==> config.mk <==
export PLATFORM = sky130hd
export DESIGN_NAME = irq_cause_group
export DESIGN_NICKNAME = d
export VERILOG_FILES = /design/src/rtl/irq_grp_pkg.sv /design/src/rtl/irq_host_decode.sv /design/src/rtl/irq_cause_bank.sv /design/src/rtl/irq_mask_bank.sv /design/src/rtl/irq_cause_group.sv
export SDC_FILE = /design/constraint.sdc
export NUM_CORES = 1
export LEC_CHECK = 0
export BUFFER_PORTS_ARGS = -buffer_cell sky130_fd_sc_hd__buf_2
export CAP_MARGIN = 30
export CORE_MARGIN = 2
export CORE_UTILIZATION = 40
export CTS_BUF_LIST = sky130_fd_sc_hd__clkbuf_16
export CTS_CLUSTER_DIAMETER = 60
export DETAILED_ROUTE_END_ITERATION = 10
export SYNTH_ARGS = -nofsm -noshare
export SYNTH_HDL_FRONTEND = slang
export SYNTH_SLANG_ARGS = --single-unit
==> constraint.sdc <==
create_clock -name clk_i -period 1.7 [get_ports clk_i]
set_clock_uncertainty 0.15 [all_clocks]
set_input_delay 0.17 -clock clk_i [delete_from_list [all_inputs] [get_ports clk_i]]
set_output_delay 0.17 -clock clk_i [all_outputs]
set_load 0.02 [all_outputs]
==> src/rtl/irq_grp_pkg.sv <==
`timescale 1ns/1ps
package irq_grp_pkg;

    localparam int unsigned GRP_ADDR_W = 3;

    typedef enum logic [GRP_ADDR_W-1:0] {
        SEL_CAUSE    = 3'd0,
        SEL_MASK_SET = 3'd1,
        SEL_MASK_CLR = 3'd2,
        SEL_MODE     = 3'd3,
        SEL_MASK_VAL = 3'd4
    } grp_sel_e;

    typedef enum logic [1:0] {
        RD_NONE  = 2'd0,
        RD_CAUSE = 2'd1,
        RD_MODE  = 2'd2,
        RD_MASK  = 2'd3
    } rd_src_e;

    typedef struct packed {
        logic    cause_wr;
        logic    cause_rd;
        logic    mset_wr;
        logic    mclr_wr;
        logic    mode_wr;
        logic    rd_any;
        rd_src_e rd_src;
    } host_stb_t;

endpackage

==> src/rtl/irq_host_decode.sv <==
`timescale 1ns/1ps
module irq_host_decode
    import irq_grp_pkg::*;
(
    input  logic [GRP_ADDR_W-1:0] addr_i,
    input  logic                  wr_i,
    input  logic                  rd_i,
    output host_stb_t             stb_o
);

    always_comb begin
        stb_o        = '0;
        stb_o.rd_any = rd_i;
        stb_o.rd_src = RD_NONE;
        unique case (addr_i)
            SEL_CAUSE: begin
                stb_o.cause_wr = wr_i;
                stb_o.cause_rd = rd_i;
                stb_o.rd_src   = RD_CAUSE;
            end
            SEL_MASK_SET: stb_o.mset_wr = wr_i;
            SEL_MASK_CLR: stb_o.mclr_wr = wr_i;
            SEL_MODE: begin
                stb_o.mode_wr = wr_i;
                stb_o.rd_src  = RD_MODE;
            end
            SEL_MASK_VAL: stb_o.rd_src = RD_MASK;
            default:      stb_o.rd_src = RD_NONE;
        endcase
    end

endmodule

==> src/rtl/irq_cause_bank.sv <==
`timescale 1ns/1ps
module irq_cause_bank #(
    parameter int unsigned WIDTH = 32
) (
    input  logic             clk_i,
    input  logic             rst_ni,
    input  logic [WIDTH-1:0] evt_i,
    input  logic             cor_i,
    input  logic             wr_stb_i,
    input  logic [WIDTH-1:0] wr_data_i,
    input  logic             rd_stb_i,
    output logic [WIDTH-1:0] cause_o
);

    typedef struct packed {
        logic [WIDTH-1:0] cause;
    } cause_st_t;

    cause_st_t        st_d, st_q;
    logic [WIDTH-1:0] clr_vec;

    // Clear source depends on mode; the event term is ORed last so it wins.
    always_comb begin
        clr_vec = '0;
        if (cor_i && rd_stb_i) begin
            clr_vec = st_q.cause;
        end else if (!cor_i && wr_stb_i) begin
            clr_vec = wr_data_i;
        end
    end

    for (genvar b = 0; b < WIDTH; b++) begin : g_bit
        always_comb begin
            st_d.cause[b] = (st_q.cause[b] & ~clr_vec[b]) | evt_i[b];
        end
    end

    always_ff @(posedge clk_i or negedge rst_ni) begin
        if (!rst_ni) begin
            st_q <= '0;
        end else begin
            st_q <= st_d;
        end
    end

    assign cause_o = st_q.cause;

endmodule

==> src/rtl/irq_mask_bank.sv <==
`timescale 1ns/1ps
module irq_mask_bank #(
    parameter int unsigned WIDTH = 32
) (
    input  logic             clk_i,
    input  logic             rst_ni,
    input  logic             set_stb_i,
    input  logic             clr_stb_i,
    input  logic [WIDTH-1:0] data_i,
    output logic [WIDTH-1:0] mask_o
);

    typedef struct packed {
        logic [WIDTH-1:0] mask;
    } mask_st_t;

    mask_st_t st_d, st_q;

    always_comb begin
        st_d = st_q;
        if (set_stb_i) begin
            st_d.mask = st_q.mask | data_i;
        end else if (clr_stb_i) begin
            st_d.mask = st_q.mask & ~data_i;
        end
    end

    always_ff @(posedge clk_i or negedge rst_ni) begin
        if (!rst_ni) begin
            st_q.mask <= '1;
        end else begin
            st_q <= st_d;
        end
    end

    assign mask_o = st_q.mask;

endmodule

==> src/rtl/irq_cause_group.sv <==
`timescale 1ns/1ps
module irq_cause_group
    import irq_grp_pkg::*;
#(
    parameter int unsigned WIDTH = 32
) (
    input  logic                  clk_i,
    input  logic                  rst_ni,
    input  logic [WIDTH-1:0]      evt_i,
    input  logic [GRP_ADDR_W-1:0] host_addr_i,
    input  logic                  host_wr_i,
    input  logic [WIDTH-1:0]      host_wdata_i,
    input  logic                  host_rd_i,
    output logic [WIDTH-1:0]      host_rdata_o,
    output logic [WIDTH-1:0]      pend_o,
    output logic                  irq_o
);

    typedef struct packed {
        logic             cor;
        logic [WIDTH-1:0] rdata;
    } top_st_t;

    host_stb_t        stb;
    top_st_t          st_d, st_q;
    logic [WIDTH-1:0] cause_w;
    logic [WIDTH-1:0] mask_w;
    logic             cor_w;

    irq_host_decode u_dec (
        .addr_i (host_addr_i),
        .wr_i   (host_wr_i),
        .rd_i   (host_rd_i),
        .stb_o  (stb)
    );

    irq_cause_bank #(.WIDTH(WIDTH)) u_cause (
        .clk_i     (clk_i),
        .rst_ni    (rst_ni),
        .evt_i     (evt_i),
        .cor_i     (st_q.cor),
        .wr_stb_i  (stb.cause_wr),
        .wr_data_i (host_wdata_i),
        .rd_stb_i  (stb.cause_rd),
        .cause_o   (cause_w)
    );

    irq_mask_bank #(.WIDTH(WIDTH)) u_mask (
        .clk_i     (clk_i),
        .rst_ni    (rst_ni),
        .set_stb_i (stb.mset_wr),
        .clr_stb_i (stb.mclr_wr),
        .data_i    (host_wdata_i),
        .mask_o    (mask_w)
    );

    always_comb begin
        st_d = st_q;
        if (stb.mode_wr) begin
            st_d.cor = (host_wdata_i == {WIDTH{1'b1}});
        end
        if (stb.rd_any) begin
            unique case (stb.rd_src)
                RD_CAUSE: st_d.rdata = cause_w;
                RD_MODE:  st_d.rdata = {WIDTH{st_q.cor}};
                RD_MASK:  st_d.rdata = mask_w;
                default:  st_d.rdata = '0;
            endcase
        end
    end

    always_ff @(posedge clk_i or negedge rst_ni) begin
        if (!rst_ni) begin
            st_q <= '0;
        end else begin
            st_q <= st_d;
        end
    end

    assign cor_w        = st_q.cor;
    assign host_rdata_o = st_q.rdata;
    assign pend_o       = cause_w & ~mask_w;
    assign irq_o        = |pend_o;

endmodule

* After elaboration in Yosys (flattened, before gate mapping)
Cells that the tools add are included.
** Word-level totals
- Bits in registers :: 97
- Input port bits :: 71
- Output and inout port bits :: 65
- Word-level logic and storage cells :: 129
** Cells by class
- Equal/unequal tests :: 8
- Muxes and demuxes :: 10
- Bitwise logic cells :: 101
- Reduce and logical (&&, ||, !) cells :: 6
** Operator list (count)
- 32-bit two-way mux :: 4
- 32-bit case mux with 3 select lines :: 1
- 32-bit bitwise AND :: 2
- 32-bit NOT :: 2
- 1-bit bitwise AND :: 32
- 32-bit == test (second input constant) :: 1
- 1-bit NOT :: 32
- 1-bit OR :: 32
- 32-bit OR :: 1
- 32-bit OR reduction :: 1
- 3-bit by 2-bit == test with 1-bit output (second input constant) :: 2
- 2-bit case mux with 3 select lines :: 1
- 2-bit == test (second input constant) :: 2
- 3-bit by 1-bit == test with 1-bit output (second input constant) :: 1
- 3-bit == test (second input constant) :: 1
- 3-bit logical NOT :: 1
- 1-bit two-way mux :: 3
- 2-bit by 1-bit == test with 1-bit output (second input constant) :: 1
- 1-bit logical AND :: 2
- 2-bit two-way mux :: 1
- 2-bit nonzero test :: 1
- 1-bit logical NOT :: 1

* Longest topological paths before layout
Gate-level depths: netlist of run 1.
- Word-level depth :: 8
- Depth in mapped cells :: 6
- Depth with buffers taken out :: 4

* Modules after synthesis
Synthesis of run 1 repeated with hierarchy kept, for this count alone.
** Second synthesis, totals
- Cell total of the unflattened synthesis :: 455
- Area total of the unflattened synthesis :: 5218.8 um2
** Modules (own cells, without submodules)
- irq_cause_group :: instances 1, cells an instance 238, area an instance 2439.8 um2, sequential area each 825.8 um2
- irq_cause_bank :: instances 1, cells an instance 106, area an instance 1410.1 um2, sequential area each 800.8 um2
- irq_mask_bank :: instances 1, cells an instance 102, area an instance 1290.0 um2, sequential area each 840.8 um2
- irq_host_decode :: instances 1, cells an instance 9, area an instance 78.8 um2, sequential area each 0.0 um2

* Worst setup path after synthesis of run 1
No wires, ideal clock.
- Kind :: reg2out
- Start :: register with a tool-made name
- End :: output port irq_o
- Data arrival time :: 1.318 ns
- Data required time :: 1.380 ns
- Path slack :: 0.062 ns
- Stages on the path, launching flop included :: 5
- Path buffers :: 0
- Path through :: dfstp_2 -> nor2b_1 -> nor4_1 -> nand4_1 -> or2_1
** RTL lines
- end: declaration :: line irq_cause_group.sv:16 : output logic irq_o

==> metrics.md, run 1 <==
| Metric | Value |
|---|---|
| Part of the cycle the worst path needs | `1.29` |
| Clock root buffer | `clkbuf_16` |
| RSZ-0062 raised after global routing | `yes` |
| Slew HR | `0.717` |
| Routed via count | `4671` |
| Number of rows in the core area | `39` |
| Number of placed instances with taps included | `776` |
| Final count of pins violating max slew | `0` |
| Number of buffer and inverter instances along the worst setup path | `2` |
| Worst hold path endpoint | `u_cause.cause_o[20]` |
| Number of synthesized register bits | `97` |
| Maximum buffer depth of the clock tree | `2` |
| Most instantiated library cell after synthesis | `dfrtp_1` |
| Number of clock sinks | `97` |
| Total congestion overflow | `0` |
| Achievable frequency | `455 MHz` |
| Routability congestion estimate | `0.853` |
| Overall track demand over capacity in global routing | `0.269` |
| Place WS | `-309 ps` |
| Deepest level of the CTS H-tree | `3` |
| Reg-to-reg setup timing slack | `90 ps` |
| Wire length of the first global-routing pass | `26.1 mm` |
| Portion of synthesized cell area occupied by the leading cell type | `0.355` |
| Worst Setup End Kind | `primary output` |
| Minimum period implied by the final worst setup slack | `2200 ps` |
| Core Footprint | `11300 um2` |
| Leakage power total | `3.12 nW` |
| Quantity of I/O buffers inserted on ports | `135` |
| Layout cell share with drive strength beyond 1 | `0.450` |
| Hold Fails Final Rpt | `0` |
| Number of unique standard cell types used by synthesis | `33` |
| Total power | `6.52 mW` |
| Horizontal extent of the die | `111 um` |
| Gate Count Post-Synth | `418` |
| Net total in the final layout | `784` |
| Number of top-level pins | `136` |
| Total clock buffers created by CTS | `9` |
| Mean cell area of the mapped netlist | `11.0 um2` |
| DRC Markers | `0` |
| Count of fill cells added during filler insertion | `935` |
| Critical path type | `reg -> out` |
| Worst Slack Setup Final | `-500 ps` |
| Pin count of the biggest net entering global routing | `36` |
| Vertical extent of the die | `111 um` |
| Largest delay share family, worst path | `simple AND/OR/NAND/NOR gates` |
| Number of warning messages in the yosys log | `0` |
| Iter 0 DRT Violations | `282` |
| Power density normalized to cell area | `898 nW/um2` |
| Cell with the largest stage delay on the worst path | `dfstp_2` |
| Die Footprint | `12300 um2` |
| First-pass DRT Iterations | `6` |
| Dominant cell type by area after synthesis | `dfrtp_1` |
| Vias in the first global route | `4903` |
| Stage delay of the slowest cell on the critical path | `540 ps` |
| HPWL Detailed | `10.5 mm` |
| Clk pin slew, worst setup/hold paths | `70 ps` |
| Cell breakdown of the critical path | `nor2b_2 -> nor4_2 -> buf_4 -> nand4_1 -> or2_1 -> buf_6` |
| Worst R2R Path Depth | `4` |
| Drt via density | `5.43` |
| Failing checks | `negative setup slack` |
| Aggregate routed wire length | `16.1 mm` |
| Worst IR drop on VDD | `0.626 mV` |
| Critical Path RT | `1380 ps` |
| Worst setup SP type | `flop` |
| Number of antenna violations at the first check in global routing | `0` |
| Primary FF master, synth | `dfrtp_1` |
| Hold depth | `3` |
| Effective utilization at floorplan | `0.405` |
| Leading post-synthesis cells by cell area | `dfrtp_1 35%, dfstp_2 18%, a22o_1 6.1%, a31o_1 5.9%, nand2_1 5.2%` |
| RR Startpoint | `cor_w` |
| Fraction of synthesis flops using an asynchronous set or reset pin | `1.00` |
| TritonCTS clock tree | `done` |
| Synth cell count leaders | `65 x dfrtp_1, 64 x nand2_1` |
| Source-to-sink clock delay at the later pin of the worst-skew pair | `350 ps` |
| CP arrival | `1880 ps` |
| Synth-to-Final Area Change | `58.3%` |
| Worst hold start | `host_wdata_i[20]` |
| Netlist area before placement | `4580 um2` |
| Routed Antenna Nets | `0` |
| Worst slew pin tran | `425 ps` |
| Number of maximum-capacitance violations | `0` |
| Non-filler cells in the finished layout | `861` |
| Share of synthesized area occupied by flip-flops and latches | `0.538` |
| Count of flip-flops with a built-in enable after synthesis | `0` |
| Outcome | `finished, violations left` |
| Net count after synthesis | `489` |
| R2r endpoint | `u_cause.cause_o[26]` |
| Routed wire per std cell | `18.7 um` |
| # diodes | `0` |
| Setup violation total in the final timing report | `1` |
| Maximum fanout along the worst path | `2` |
| Class of the most critical hold timing path | `in -> reg` |
metrics by stage:
stage | utilization | TNS (ps) | hold slack (ps) | instance area, um2
finish | 0.641 | -500 | 10.6 | 7250
detailed placement | 0.548 | -320 | -62.2 | 6200
global route | 0.641 | -597 | 10.0 | 7250
floorplan | - | 0 | -276 | 4580
CTS | 0.639 | -498 | 0.328 | 7240
global placement | 0.548 | -281 | -62.0 | 6200
timing repair:
action | in CTS | in global routing
buffers inserted | 1 | 0
endpoints found under the hold margin | 135 | 0
hold buffers | 69 | 0
setup endpoints to repair | 1 | 23
gates resized for setup | 17 | 4
pin swaps | 8 | 1
cell usage in the layout (no fill, tap or decap), drive strengths merged:
cell type	synthesis	final
nor4	9	9
nor3b	2	2
nor3	1	1
and2	1	1
o41ai	1	1
clkbuf	10	9
clkinv	0	1
buf	19	244
a22o	32	32
dlygate4sd3	0	69
o21ai	2	2
o22ai	32	32
nor2b	32	32
nand2	65	65
a221oi	32	32
nor2	3	3
or2	1	1
dfstp	32	32
a31o	32	32
inv	32	38
or4	2	2
dfrtp	65	65
nand4	10	10
nand3	1	1
nand2b	1	1
xnor2	1	1
tightest hold or removal path, stage by stage:
cell,delay [ps]
buf_2,120
nand2_1,50
a31o_1,130
routing by layer:
layer / global-route usage / wire, um / vias up
met5: 0 / 0 / -
met4: 0.105 / 398 / 0
met1: 0.362 / 7050 / 2308
li1: - / - / 2153
met2: 0.440 / 7750 / 180
met3: 0.0399 / 903 / 30
layout make-up:
type | count | area, um2 | area share
Timing Repair Buffer | 313 | 2290 | 0.316
Clock buffer | 9 | 225 | 0.0311
Sequential cell | 97 | 2470 | 0.340
Tap cell | 143 | 179 | 0.0247
Inverter | 32 | 120 | 0.0166
Clock inverter | 7 | 27.5 | 0.00380
Multi-Input combinational cell | 260 | 1950 | 0.268
power breakdown:
| group | internal (mW) | total [mW] | switching, mW |
|---|---|---|---|
| registers | 2.63 | 2.74 | 0.118 |
| logic | 0.960 | 1.95 | 0.992 |
| clock network | 0.959 | 1.82 | 0.861 |
cells by family (layout without fill, tap and decap cells):
group | Yosys count | in the layout | share of synthesized area
flip-flops | 97 | 97 | 0.538
XOR/XNOR | 1 | 1 | 0.00191
AND/OR/NAND/NOR | 128 | 128 | 0.146
buffers and inverters | 61 | 361 | 0.0622
AO/OA/AOI/OAI | 131 | 131 | 0.252
worst max-delay path by stage:
stage	from	depth (start not counted)	slack (ps)	endpoint
after floorplan	flop	4	60	irq_o
after global placement	flop	5	-280	irq_o
after detailed placement	flop	5	-310	irq_o
after CTS	flop	5	-500	irq_o
after global routing	flop	6	-570	irq_o
final	flop	6	-500	irq_o
(Power assumes the default switching activity.)
==> inputs of run 2 (changes only) <==
--- a/config.mk
+++ b/config.mk
@@ -7,6 +7,7 @@
 export LEC_CHECK = 0
 export BUFFER_PORTS_ARGS = -buffer_cell sky130_fd_sc_hd__buf_2
 export CAP_MARGIN = 30
+export CORE_ASPECT_RATIO = 1.5
 export CORE_MARGIN = 2
 export CORE_UTILIZATION = 40
 export CTS_BUF_LIST = sky130_fd_sc_hd__clkbuf_16
==> metrics.md, run 2 (synthesis gave the netlist of run 1 again) <==
| Metric | Value |
|---|---|
| Failing checks | `negative setup slack` |
| Leading cell type in the layout, fill and taps excluded | `buf_2` |
| Pin count of the biggest net entering global routing | `98 (+170%)` |
| Number of placed instances with taps included | `788 (+1.5%)` |
| Hold Fails Final Rpt | `0 (unchanged)` |
| Share of total power consumed by net switching | `0.288 (-0.0148)` |
| # diodes | `0 (unchanged)` |
| Net total in the final layout | `792 (+1.0%)` |
| Maximum buffer depth of the clock tree | `2 (unchanged)` |
| Worst slew pin tran | `534 ps (+109 ps)` |
| Leading cell types in the layout, fill and taps excluded | `133 x buf_2, 114 x buf_4, 67 x dlygate4sd3_1` |
| Outcome | `finished, violations left` |
| Class of the most critical hold timing path | `in -> reg` |
| Worst Slack Setup Final | `-512 ps (-11.5 ps)` |
| Share of total power in the clock network | `0.312 (+0.033)` |
| Routed via count | `4667 (-0.086%)` |
| Cell area reported after detailed placement | `6260 um2 (+0.83%)` |
| Effective utilization at floorplan | `0.412 (+0.00752)` |
| Count of fill cells added during filler insertion | `910 (-2.7%)` |
| Iter 0 DRT Violations | `269 (-4.6%)` |
| Maximum fanout along the worst path | `2 (unchanged)` |
| TritonCTS clock tree | `done` |
| Overall track demand over capacity in global routing | `0.266 (-0.00280)` |
| Die Footprint | `12300 um2 (+0.14%)` |
| Achievable frequency | `452 MHz (-0.52%)` |
| Source-to-sink clock delay at the later pin of the worst-skew pair | `350 ps (about the same)` |
| HPWL Detailed | `10.7 mm (+2.0%)` |
| Layout cell share with drive strength beyond 1 | `0.460 (+0.0102)` |
| Number of clock sinks | `97 (unchanged)` |
| Number of rows in the core area | `47 (+21%)` |
| Total congestion overflow | `0 (unchanged)` |
| Quantity of I/O buffers inserted on ports | `135 (unchanged)` |
| Worst setup SP type | `flop` |
| Wire length of the first global-routing pass | `25.6 mm (-1.9%)` |
| Routed Antenna Nets | `0 (unchanged)` |
| Core Footprint | `11100 um2 (-1.8%)` |
| Drt via density | `5.35 (-1.5%)` |
| Aggregate routed wire length | `16.2 mm (+0.35%)` |
| Number of maximum-capacitance violations | `0 (unchanged)` |
| Stage delay of the slowest cell on the critical path | `530 ps (about the same)` |
| DRC Markers | `0 (unchanged)` |
| Minimum period implied by the final worst setup slack | `2210 ps (+11.5 ps)` |
| Clk pin slew, worst setup/hold paths | `70 ps (about the same)` |
| Cell breakdown of the critical path | `nor2b_1 -> nor4_2 -> buf_4 -> nand4_1 -> or2_1 -> buf_6` |
| Total clock buffers created by CTS | `9 (unchanged)` |
| Worst IR drop on VDD | `0.596 mV (-4.9%)` |
| Post-route standard cell area excluding fillers | `7330 um2 (+1.1%)` |
| Critical Path RT | `1380 ps (about the same)` |
| Met3 Wirelength | `754 um (-17%)` |
| Worst R2R Path Depth | `5 (+1)` |
| Final count of pins violating max slew | `0 (unchanged)` |
| Share of total power in combinational logic | `0.284 (-0.016)` |
| Routed wire per std cell | `18.5 um (-1.0%)` |
| Part of the cycle the worst path needs | `1.30 (+0.00674)` |
| Vias in the first global route | `4916 (+0.27%)` |
| Net switching power | `1.96 mW (-0.79%)` |
| RSZ-0062 raised after global routing | `yes` |
| Synth-to-Final Area Change | `60.0%` |
| Critical path type | `reg -> out` |
| Number of antenna violations at the first check in global routing | `0 (unchanged)` |
| Wire length on met2 | `8.55 mm (+10%)` |
| Non-filler cells in the finished layout | `873 (+1.4%)` |
| Cell internal power dissipation | `4.84 mW (+6.5%)` |
| Number of top-level pins | `136 (unchanged)` |
| Vertical extent of the die | `135 um (+22%)` |
| Worst Setup End Kind | `primary output` |
| Horizontal extent of the die | `91.4 um (-18%)` |
| Hold depth | `3 (unchanged)` |
| Cell with the largest stage delay on the worst path | `dfstp_2` |
| Total power | `6.80 mW (+4.3%)` |
| Routability congestion estimate | `0.856 (+0.36%)` |
| Slew HR | `0.644 (-0.0725)` |
| First-pass DRT Iterations | `5 (-1)` |
| Sequential power share | `0.404 (-0.017)` |
| Power density normalized to cell area | `927 nW/um2 (+3.2%)` |
| Highest routing layer actually used | `met4` |
| Leakage power total | `3.16 nW (+1.5%)` |
| Clock root buffer | `clkbuf_16` |
| Setup violation total in the final timing report | `1 (unchanged)` |
| Met1 wire length | `6.48 mm (-8.0%)` |
| Deepest level of the CTS H-tree | `3 (unchanged)` |
| CP arrival | `1890 ps (about the same)` |
## run 2: routing by layer
metal  up-vias  global-route usage
met5         -                   0
met4         0               0.100
met3        21              0.0296
met2       167               0.481
met1      2314               0.323
li1       2165                   -
## run 2: worst max-delay path, delay by kind of cell (launching register included)
family	cells	cell delay (ps)
buf+inv	2	300
flops	1	530
simple gates	4	720
## run 2: layout make-up
| cell class | count | area, um2 | share of cell area |
|---|---|---|---|
| clock buffer | 9 | 225 | 0.0307 |
| inverter | 32 | 120 | 0.0164 |
| timing repair buffer | 321 | 2320 | 0.317 |
| tap | 147 | 184 | 0.0251 |
| multi-input combinational | 260 | 1930 | 0.264 |
| clock inverter | 7 | 80.1 | 0.0109 |
| sequential | 97 | 2470 | 0.336 |
## run 2: through the flow
| step | hold slack, ps | setup WS, ps | setup TNS (ps) | utilization |
|---|---|---|---|---|
| CTS | 0.270 | -541 | -541 | 0.655 |
| global route | 8.43 | -596 | -597 | 0.660 |
| detailed placement | 123 | -255 | -255 | 0.563 |
| finish | 12.4 | -512 | -512 | 0.660 |
| global placement | 121 | -280 | -280 | 0.563 |
| floorplan | -276 | 62.1 | 0 | - |
## run 2: worst paths after layout
check	slack (ps)	endpoint	startpoint
setup reg to reg	70	u_cause.cause_o[7]	cor_w
setup / recovery	-510	irq_o	flop
hold reg to reg	370	host_rdata_o[26]	host_rdata_o[26]
hold / removal	10	flop	host_wdata_i[2]
min in group asynchronous	280	host_rdata_o[26]	rst_ni
max in group asynchronous	700	async pin	rst_ni
## run 2: power groups by stage
| stage | logic (mW) | registers, mW | clock network (mW) |
|---|---|---|---|
| global route | 2.05 | 2.77 | 2.24 |
| global placement | 1.72 | 2.76 | 0 |
| floorplan | 0.688 | 2.84 | 0 |
| finish | 1.93 | 2.75 | 2.12 |
| detailed placement | 1.74 | 2.77 | 0 |
| CTS | 1.90 | 2.74 | 2.16 |
## run 2: what timing repair did
action,4_1_cts,5_1_grt
cloned,0,0
setup endpoints to repair,1,11
setup buffers,0,2
hold endpoints to repair,127,0
gates resized for setup,10,8
hold buffers,67,0
pin swaps,2,3
==> inputs of run 3 (changes only) <==
--- a/config.mk
+++ b/config.mk
@@ -13,6 +13,8 @@
 export CTS_BUF_LIST = sky130_fd_sc_hd__clkbuf_16
 export CTS_CLUSTER_DIAMETER = 60
 export DETAILED_ROUTE_END_ITERATION = 10
+export PLACE_DENSITY = 0.67
+export SKIP_LAST_GASP = 1
 export SYNTH_ARGS = -nofsm -noshare
 export SYNTH_HDL_FRONTEND = slang
 export SYNTH_SLANG_ARGS = --single-unit
==> constraint.sdc (replaced) <==
create_clock -name clk_i -period 1.9 [get_ports clk_i]
set_clock_uncertainty 0.15 [all_clocks]
set_input_delay 0.19 -clock clk_i [delete_from_list [all_inputs] [get_ports clk_i]]
set_output_delay 0.19 -clock clk_i [all_outputs]
set_load 0.02 [all_outputs]
==> metrics.md, run 3 (synthesis gave the netlist of run 1 again) <==
| Metric | Value |
|---|---|
| R2r endpoint | `host_rdata_o[21]` |
| Vertical extent of the die | `135 um (unchanged)` |
| Number of rows in the core area | `47 (unchanged)` |
| Setup violation total in the final timing report | `1 (unchanged)` |
| Worst setup SP type | `flop` |
| Part of the cycle the worst path needs | `1.16` |
| Clock root buffer | `clkbuf_16` |
| Quantity of I/O buffers inserted on ports | `135 (unchanged)` |
| Worst IR drop on VDD | `0.580 mV (-2.6%)` |
| Vias in the first global route | `4616 (-6.1%)` |
| Power density normalized to cell area | `866 nW/um2 (-6.6%)` |
| Slew HR | `0.635 (-0.00857)` |
| Endpoint of the most critical setup path | `irq_o` |
| Final count of pins violating max slew | `0 (unchanged)` |
| Worst Setup End Kind | `primary output` |
| Deepest level of the CTS H-tree | `3 (unchanged)` |
| Outcome | `finished, violations left` |
| Post-route standard cell area excluding fillers | `6680 um2 (-8.9%)` |
| Stage delay of the slowest cell on the critical path | `550 ps (+20 ps)` |
| Maximum buffer depth of the clock tree | `2 (unchanged)` |
| Clk pin slew, worst setup/hold paths | `60 ps (about the same)` |
| First-pass DRT Iterations | `5 (unchanged)` |
| Number of maximum-capacitance violations | `0 (unchanged)` |
| Total power | `5.78 mW (-15%)` |
| Leading cell types in the layout, fill and taps excluded | `133 x buf_2, 65 x dfrtp_1, 64 x nand2_1, 64 x dlygate4sd3_1, 38 x buf_4` |
| HPWL Detailed | `10.1 mm (-5.8%)` |
| Routed wire per std cell | `19.2 um (+4.0%)` |
| TritonCTS clock tree | `done` |
| Achievable frequency | `453 MHz` |
| Cell breakdown of the critical path | `nor2b_2 -> nor4_2 -> nand4_1 -> or2_1 -> buf_6` |
| Critical Path RT | `1560 ps (+180 ps)` |
| Number of top-level pins | `136 (unchanged)` |
| Worst R2R Path Depth | `4 (-1)` |
| Layout cell share with drive strength beyond 1 | `0.395 (-0.0650)` |
| Leading cell type in the layout, fill and taps excluded | `buf_2` |
| Core Footprint | `11100 um2 (unchanged)` |
| Aggregate routed wire length | `15.2 mm (-5.8%)` |
| Routed Antenna Nets | `0 (unchanged)` |
| Number of clock sinks | `97 (unchanged)` |
| Effective utilization at floorplan | `0.412 (unchanged)` |
| Die Footprint | `12300 um2 (unchanged)` |
| RSZ-0062 raised after global routing | `yes` |
| Total congestion overflow | `0 (unchanged)` |
| DRC Markers | `0 (unchanged)` |
| Horizontal extent of the die | `91.4 um (unchanged)` |
| Wire length of the first global-routing pass | `24.1 mm (-5.7%)` |
| Routed via count | `4390 (-5.9%)` |
| Minimum period implied by the final worst setup slack | `2210 ps` |
| Routability congestion estimate | `0.838 (-2.1%)` |
| Total clock buffers created by CTS | `9 (unchanged)` |
| Drt via density | `5.55 (+3.8%)` |
| CP arrival | `1870 ps (-20 ps)` |
| Cell area reported after detailed placement | `5590 um2 (-11%)` |
| Overall track demand over capacity in global routing | `0.252 (-0.0139)` |
| Cell with the largest stage delay on the worst path | `dfstp_2` |
| Critical path type | `reg -> out` |
| Maximum fanout along the worst path | `2 (unchanged)` |
| Leakage power total | `2.76 nW (-13%)` |
| Class of the most critical hold timing path | `in -> reg` |
| Net total in the final layout | `710 (-10%)` |
| RR Startpoint | `cor_w` |
| Hold Fails Final Rpt | `0 (unchanged)` |
| Worst slew pin tran | `547 ps (+12.9 ps)` |
| Pin count of the biggest net entering global routing | `98 (unchanged)` |
| Iter 0 DRT Violations | `305 (+13%)` |
| Synth-to-Final Area Change | `45.7%` |
| Failing checks | `negative setup slack` |
| Worst Slack Setup Final | `-306 ps (+206 ps)` |
| Source-to-sink clock delay at the later pin of the worst-skew pair | `340 ps (about the same)` |
| Reg-to-reg setup timing slack | `280 ps (+210 ps)` |
| Number of antenna violations at the first check in global routing | `0 (unchanged)` |
==> run 3: cell types whose count changed in the layout (fill, tap and decap cells not counted), sizes merged <==
cell | previous run | this run
dlygate4sd3 | 67 | 64
diode | 0 | 1
inv | 35 | 34
buf | 254 | 175
==> run 3: report_power, final <==
group          switching [mW]  internal, mW
clock                   0.761          1.13
combinational           0.793         0.600
sequential              0.145          2.35
total                    1.70          4.08
==> run 3: worst min path at each step <==
stage                               start  depth (start not counted)              end  slack [ps]
after floorplan                    rst_ni                          0            cor_w        -260
after global placement             rst_ni                          2  host_rdata_o[7]         130
after detailed placement           rst_ni                          2  host_rdata_o[8]         140
after CTS                 host_wdata_i[0]                          2             flop         0.9
after global routing      host_wdata_i[0]                          2             flop          40
final                     host_wdata_i[0]                          2             flop          20
==> run 3: routing by layer <==
metal	up-vias	routed length [um]	share of wire	global-route usage
met5	-	0	0	0
met4	0	540	0.035	0.124
met3	42	794	0.052	0.0452
met2	184	7740	0.51	0.426
met1	2171	6140	0.40	0.309
li1	1993	-	-	-
==> run 3: worst max-delay path: cells and delay by family, from the launching register on <==
kind / cells / cell delay, ps
flops: 1 / 550
buf+inv: 1 / 140
simple gates: 4 / 830
==> run 3: repair_timing <==
| action | in CTS | in global routing |
|---|---|---|
| hold buffers | 64 | 0 |
| pin swaps | 6 | 5 |
| setup endpoints to repair | 1 | 1 |
| resized for setup | 11 | 7 |
| hold endpoints to repair | 128 | 0 |
| setup buffers | 5 | 3 |
==> run 3: through the flow <==
stage	worst slack (ps)	TNS (ps)	cells	util	hold WS, ps
finish	-306	-306	791	0.601	16.1
global route	-364	-364	790	0.601	36.7
CTS	-321	-321	787	0.595	0.867
detailed placement	-120	-120	704	0.503	140
global placement	-122	-122	704	0.503	132
floorplan	242	0	418	-	-256
==> run 3: area by class of cell <==
class | instances | area, um2
flip-flops and latches | 97 | 2470
clock buffers | 9 | 225
fillers | 939 | 4440
repair buffers | 239 | 1660
well taps | 147 | 184
inverters | 32 | 120
clock inverters | 6 | 76.3
multi-input cells | 260 | 1940
diodes | 1 | 2.50
